File: src/rtl/phase_lock_monitor.sv
module phase_lock_monitor #(
  parameter int PW = 5,
  parameter int DW = 9,
  parameter int DROP_ABOVE = 4,
  parameter int GAIN_AT_MOST = 3
) (
  input  logic          clk,
  input  logic          rst_n,
  input  logic          track_en,
  input  logic          search_start,
  input  logic [PW-1:0] meas_phase,
  input  logic [PW-1:0] target_phase,
  input  logic          restart_on_loss,
  input  logic          snap_req,
  input  logic [DW-1:0] delay_in,
  output logic          locked,
  output logic          lost,
  output logic          restart_req,
  output logic [DW-1:0] snap_delay,
  output logic [PW-1:0] snap_target
);

  logic          track_q;
  logic [PW-1:0] err;
  logic          enter, tracking, too_far, close_in, drop;

  assign err      = (meas_phase >= target_phase) ? meas_phase - target_phase
                                                 : target_phase - meas_phase;
  assign enter    = track_en && !track_q;
  assign tracking = track_en && track_q;
  assign too_far  = 32'(err) > DROP_ABOVE;
  assign close_in = 32'(err) <= GAIN_AT_MOST;
  assign drop     = !search_start && tracking && locked && too_far;

  always_ff @(posedge clk) begin
    if (!rst_n) begin
      track_q     <= 1'b0;
      locked      <= 1'b0;
      lost        <= 1'b0;
      restart_req <= 1'b0;
    end else begin
      track_q     <= track_en;
      restart_req <= drop && restart_on_loss;
      if (search_start) begin
        locked <= 1'b0;
        lost   <= 1'b0;
      end else if (enter) begin
        locked <= 1'b1;
        lost   <= 1'b0;
      end else if (drop) begin
        locked <= 1'b0;
        lost   <= 1'b1;
      end else if (tracking && !locked && close_in) begin
        locked <= 1'b1;
        lost   <= 1'b0;
      end
    end
  end

  always_ff @(posedge clk) begin
    if (!rst_n) begin
      snap_delay  <= '0;
      snap_target <= '0;
    end else if (snap_req) begin
      snap_delay  <= delay_in;
      snap_target <= target_phase;
    end
  end

  assert_drop_R3: assert property (@(posedge clk) disable iff (!rst_n)
    (track_en && track_q && !search_start && locked && too_far) |=> !locked);

  assert_lost_after_lock_R4: assert property (@(posedge clk) disable iff (!rst_n)
    $rose(lost) |-> $past(locked));

  assert_hold_at_edge_R6: assert property (@(posedge clk) disable iff (!rst_n)
    (track_en && track_q && !search_start && 32'(err) == DROP_ABOVE)
      |=> ($stable(locked) && $stable(lost)));

  assert_pulse_single_R7: assert property (@(posedge clk) disable iff (!rst_n)
    restart_req |=> !restart_req);

  assert_pulse_cause_R7: assert property (@(posedge clk) disable iff (!rst_n)
    restart_req |-> (!locked && $past(locked) && $past(restart_on_loss)));

  assert_search_clears_R8: assert property (@(posedge clk) disable iff (!rst_n)
    search_start |=> (!locked && !lost));

  assert_idle_hold_R9: assert property (@(posedge clk) disable iff (!rst_n)
    (!track_en && !search_start) |=> ($stable(locked) && $stable(lost)));

  assert_exclusive_R11: assert property (@(posedge clk) disable iff (!rst_n)
    !(locked && lost));

endmodule

File: config.mk
export PLATFORM = sky130hd
export DESIGN_NAME = phase_lock_monitor
export DESIGN_NICKNAME = d
export VERILOG_FILES = /design/src/rtl/phase_lock_monitor.sv
export SDC_FILE = /design/constraint.sdc
export NUM_CORES = 1
export LEC_CHECK = 0
export BUFFER_PORTS_ARGS = -buffer_cell sky130_fd_sc_hd__buf_2
export CELL_PAD_IN_SITES_DETAIL_PLACEMENT = 2
export CELL_PAD_IN_SITES_GLOBAL_PLACEMENT = 2
export CORE_MARGIN = 2
export CORE_UTILIZATION = 29
export DETAILED_ROUTE_END_ITERATION = 8
export PLACE_DENSITY = 0.77
export SLEW_MARGIN = 10
export SYNTH_ARGS = -nofsm -noshare
export SYNTH_HDL_FRONTEND = slang
export SYNTH_SLANG_ARGS = --single-unit
File: constraint.sdc
create_clock -name clk -period 2.7 [get_ports clk]
set_input_delay 0.81 -clock clk [delete_from_list [all_inputs] [get_ports clk]]
set_output_delay 0.81 -clock clk [all_outputs]
set_load 0.01 [all_outputs]
Yosys cells after proc, flatten, opt, wreduce, memory -nomap -nowiden:

Cells that the tools add are included.

* bits in registers: 18
* bits of input ports: 25
* word-level logic and storage cells: 33

* multiplexer cells: 6
* add/subtract/negate cells: 2
* bitwise gates (word level): 1
* reduce and logical (&&, ||, !) cells: 15
* order comparisons: 3

Operator list (number)
* $sub 5x5->5: 2
* $logic_and 1x1->1: 8
* $ge 5x5->1: 1
* $gt 5x3->1 const B: 1
* $le 5x2->1 const B: 1
* $mux 1: 5
* $mux 5: 1
* $logic_not 1->1: 3
* $reduce_bool 3->1: 1
* $reduce_or 3->1: 1
* $reduce_bool 2->1: 1
* $reduce_or 2->1: 1
* $not 1->1: 1

Depth between registers and ports, before layout:

* depth after elaboration: 7
* depth in mapped cells: 10

Worst setup path before layout:

Ideal clock, no wire load.

* path kind: input port to flip-flop
* start point: input meas_phase[0]
* end point: register lost
* slack: 232 ps
* data arrival time: 2342 ps
* setup time: 125 ps
* stages on the path: 10
* required time: 2575 ps
* buffers on the path: 0
* cells stage by stage: inv_1 ha_1 inv_1 fa_1 nor2b_1 o21ai_0 nor2b_1 nand4b_1 nor4_2 o22ai_1

* cells in the longest elaborated chain, start to end: 5
* elaborated cells on any way between the ends: 10

RTL lines
* start: declaration: line 11 `input logic [PW-1:0] meas_phase,`
* $sub 5x5->5, or another cell as far along: line 28 `: target_phase - meas_phase;`
* $mux 5 *: line 27 `assign err = (meas_phase >= target_phase) ? meas_phase - target_phase`
* $gt 5x3->1 / $le 5x2->1 (equally long branches): line 31, 32
* $logic_and 1x1->1 (on tied branches): line 33, 53
* $mux 1 / $reduce_bool 2->1 (equally long branches)
* end signal: assignment: line 49 `lost <= 1'b0;`
* end signal: assignment: line 52 `lost <= 1'b1;`
* end signal: assignment: line 55 `lost <= 1'b0;`
* end: declaration: line 17 `output logic lost,`

Mark *: on every way between the ends. The rest lies on a longest branch, timed or not.
A chain may end at the register's enable or synchronous reset.

Worst setup path in the final report:

Ends and elaborated chain as after synthesis.

==> results.txt <==
The floorplan step set the die height to 69.69 um. The via count of the first global-routing pass is 1315. At the end of routability-driven placement, the weighted congestion stood at 0.7746.

The count of distinct cell types in the synthesized netlist is 37. The number of buffers and inverters on the critical path is 3. The arrival time at the worst endpoint is 2.71 ns.

The power per standard cell area is 451.9 nW/um2. The headroom to the max-slew limit came out at 73.28%. The number of detailed-route iterations in the first pass came out at 4.

The number of inserted diodes came out at 0. The effective utilization at floorplan came out at 30.62%. The number of I/O pins came out at 42. The cts-stage hold buffer count is 0. The total of cells resized after clock tree synthesis is 0. The number of antenna violations at the first check in global routing was 0. STA classifies the critical path endpoint as a flip-flop. The warning count from the yosys run is 0. After synthesis the cells add up to 1251 um2. The actual slew at the worst max-slew pin is 0.4007 ns. Before CTS, the worst setup slack after placement is -0.1714 ns. The core region is 4086 um2. The clock insertion delay at the later pin of the skew report came out at 0.25 ns. The final count of hold timing violations came out at 0. The register area came out at 360.3 um2. The achievable clock frequency came out at 387.0 MHz. TritonCTS built the clock tree. The post-synthesis sequential area ratio is 28.80%. The die covers 4856 um2.

The share of post-route cells with drive strength above 1 came out at 31.32%. The data required time of the critical path came out at 2.83 ns. Row generation in the floorplan step produced 23 rows.

Max-cap violations in this run came to 0. The mean instance size in the synthesized netlist is 8.937 um2. Setup repair after global routing left no endpoint under its margin.

The worst-case vdd ir drop came out at 0.2552 mV. The number of buffers added for setup after CTS came out at 0. After technology mapping, the gate count stands at 140. The antenna violation net count after detailed routing came out at 0. After global routing the overflow that remains totals 0.

After detailed routing, the number of remaining DRC violations is 0. Counting stages on the worst path, the most repeated cell is sky130_fd_sc_hd__inv_1. The cell depth of the worst hold path is 2. In the global route stage, overall resource usage came out at 15.75%. Walking the worst path, the cells encountered are buf_2, inv_1, ha_1, inv_1, fa_1, nor2b_1, o21ai_0, nor2b_2, nand4b_1, nor4_2, o22ai_1. The HPWL after detailed placement came out at 3057 um. After clock tree synthesis, the clock-pin slew on the worst setup and hold paths is 0.06 ns.

Setup violations remaining at the end of the flow were counted as 0. The count of clock tree sinks is 18. On the critical path the largest part of the delay comes from simple AND/OR/NAND/NOR gates.

The portion of synthesized cell area occupied by the leading cell type is 28.80%. By area the synthesized netlist is led by sky130_fd_sc_hd__dfxtp_1, sky130_fd_sc_hd__mux2i_1, sky130_fd_sc_hd__ha_1, sky130_fd_sc_hd__nor2b_1, sky130_fd_sc_hd__inv_1. The design draws 0.7033 mW. No sink is reached through more buffers than the 2 on the longest clock path. The total wire length is 3555 um. The number of nets in the finished design came out at 220. The overall die width came out at 69.69 um. The capturing point of the worst reg2reg path is lost. Entering global routing, the biggest net connects 18 pins. In this run the most critical hold path is launched from lost. The total leakage power came out at 0.7712 nW. Counting the buffers created by CTS gives 3. The port buffer count is 41.

The synthesized design contains 18 register bits. Dividing the detail-routed wire length by the instance count gives 15.32 um. The worst setup path is of the input port to flip-flop kind.

The sink of the worst hold path is lost. The average via count per standard cell came out at 4.991. The final setup skew is 0.00009653 ns. The post-layout worst setup margin came out at 0.1158 ns.

The tree is rooted in a sky130_fd_sc_hd__clkbuf_8. The worst hold path belongs to the class flip-flop to flip-flop. The launch instance of the worst register-to-register path is track_q. The number of design-rule violations left by the first detailed-router iteration is 20. The total number of vias came out at 1158. The multi-input logic area came out at 800.8 um2. The maximum cell stage delay along the critical path is 0.39 ns. The minimum period implied by the final worst setup slack came out at 2.584 ns. The run finished with clean final reports. The number of inserted filler cells in the final layout came out at 485. Synthesis produced a netlist with a net count of 176. The maximum level of the CTS H-tree is 1. The cell taking the most area after synthesis is sky130_fd_sc_hd__dfxtp_1. The standard cell with the maximum stage delay on the critical path is sky130_fd_sc_hd__fa_1. The count of final max-slew check failures came out at 0. The launching element type of the critical path is an input port. The final critical path takes up 95.71% of the cycle. Compared with the post-synthesis result, the final layout area differs by 24.40%. The setup slack on the worst flop-to-flop path is 1.48 ns. The first-pass GRT wire length is 6216 um. In this run the worst path has a maximum fanout of 3. The count of cells along the worst register-to-register path came out at 4.
[area by class of cell]
cell class                      count  area share (%)
Sequential cell                    18           23.15
Clock buffer                        3           2.653
Timing Repair Buffer               45           15.11
Multi-Input combinational cell    101           51.45
Inverter                           15           3.617
Tap cell                           50           4.019
[per-layer routing]
layer	share of wire (%)	vias to the layer above	wire length (um)	track usage (%)
li1	-	563	-	-
met1	41	558	1457	18.20
met2	53	33	1884	29.06
met3	4.8	4	170	2.907
met4	1.2	0	42	5.128
met5	0	-	0	0
[tightest hold or removal path: stages (launching register included)]
cell	delay [ns]
sky130_fd_sc_hd__dfxtp_1	0.32
sky130_fd_sc_hd__nand2_1	0.06
sky130_fd_sc_hd__o22ai_1	0.06
[how the worst max path moves through the flow]
stage / cells after the start / from / end
after floorplan: 10 / meas_phase[0] / lost
after global placement: 11 / target_phase[0] / locked
after detailed placement: 11 / meas_phase[0] / lost
after CTS: 11 / meas_phase[0] / lost
after global routing: 11 / meas_phase[0] / lost
final: 11 / meas_phase[0] / lost
[layout by cell type (no fill, tap or decap), types with 2 or more instances in the layout]
cell	netlist	layout
sky130_fd_sc_hd__a21o_1	3	3
sky130_fd_sc_hd__a21oi_1	6	6
sky130_fd_sc_hd__a21oi_2	3	3
sky130_fd_sc_hd__buf_2	1	41
sky130_fd_sc_hd__buf_4	2	4
sky130_fd_sc_hd__clkbuf_8	0	3
sky130_fd_sc_hd__dfxtp_1	18	18
sky130_fd_sc_hd__fa_1	2	2
sky130_fd_sc_hd__ha_1	9	8
sky130_fd_sc_hd__inv_1	15	15
sky130_fd_sc_hd__mux2i_1	16	16
sky130_fd_sc_hd__nand2_1	6	6
sky130_fd_sc_hd__nand2b_1	3	3
sky130_fd_sc_hd__nand3_1	2	2
sky130_fd_sc_hd__nor2_1	7	7
sky130_fd_sc_hd__nor2b_1	18	17
sky130_fd_sc_hd__nor3_1	2	2
sky130_fd_sc_hd__o21ai_0	4	3
sky130_fd_sc_hd__o21ai_1	2	3
sky130_fd_sc_hd__o22ai_1	2	2
[synth_stat cells]
master and n:
sky130_fd_sc_hd__o21ai_0 4, sky130_fd_sc_hd__nand4_1 1, sky130_fd_sc_hd__a211o_1 1, sky130_fd_sc_hd__a21o_1 3, sky130_fd_sc_hd__inv_1 15, sky130_fd_sc_hd__a211oi_2 1
sky130_fd_sc_hd__nor3_1 2, sky130_fd_sc_hd__clkbuf_1 2, sky130_fd_sc_hd__a41oi_1 1, sky130_fd_sc_hd__ha_1 9, sky130_fd_sc_hd__nand2b_1 3, sky130_fd_sc_hd__buf_4 2
sky130_fd_sc_hd__a31oi_1 1, sky130_fd_sc_hd__nor2b_1 18, sky130_fd_sc_hd__nor4_2 1, sky130_fd_sc_hd__nand2_1 6, sky130_fd_sc_hd__o21ai_1 2, sky130_fd_sc_hd__o2111ai_1 1
sky130_fd_sc_hd__nor2_1 7, sky130_fd_sc_hd__a21oi_2 3, sky130_fd_sc_hd__or2b_1 1, sky130_fd_sc_hd__a21oi_1 6, sky130_fd_sc_hd__a22oi_1 1, sky130_fd_sc_hd__mux2_4 1
sky130_fd_sc_hd__and2_1 1, sky130_fd_sc_hd__fa_1 2, sky130_fd_sc_hd__dfxtp_1 18, sky130_fd_sc_hd__nand3_1 2, sky130_fd_sc_hd__buf_6 1, sky130_fd_sc_hd__mux2i_1 16
sky130_fd_sc_hd__nand4b_1 1, sky130_fd_sc_hd__o2bb2ai_1 1, sky130_fd_sc_hd__a221oi_1 1, sky130_fd_sc_hd__o221ai_4 1, sky130_fd_sc_hd__buf_2 1, sky130_fd_sc_hd__o22ai_1 2
sky130_fd_sc_hd__o22a_1 1
[state kept, by name, summed over array words and instances, names as in the netlist]
name and cells:
restart_req 1, snap_delay 9, snap_target 5, lost 1, locked 1, track_q 1
[power breakdown]
group / total, mW / switching (mW) / internal, mW
clock: 0.180 / 0.0813 / 0.0989
sequential: 0.288 / 0.00774 / 0.280
combinational: 0.236 / 0.130 / 0.105
[kinds of logic after synthesis]
kind of cell,share of synthesized area (%)
adder cells (fa/ha/maj),12.20
buffers and inverters,7.599
AO/OA/AOI/OAI,18.10
flip-flops,28.80
multiplexers,14.00
AND/OR/NAND/NOR,19.30
[per-stage QoR]
| step | setup TNS [ns] | cells | area, um2 | hold WS [ns] | utilization, % |
|---|---|---|---|---|---|
| floorplan | 0 | 140 | 1251 | 0.4903 | - |
| global placement | -0.09462 | 229 | 1510 | 0.4684 | 36.96 |
| global route | 0 | 232 | 1556 | 0.5243 | 38.09 |
| finish | 0 | 232 | 1556 | 0.4834 | 38.09 |
| detailed placement | -0.3740 | 229 | 1510 | 0.4740 | 36.96 |
| CTS | 0 | 232 | 1551 | 0.4843 | 37.97 |
Note: power is estimated with default switching activity, not from simulation.
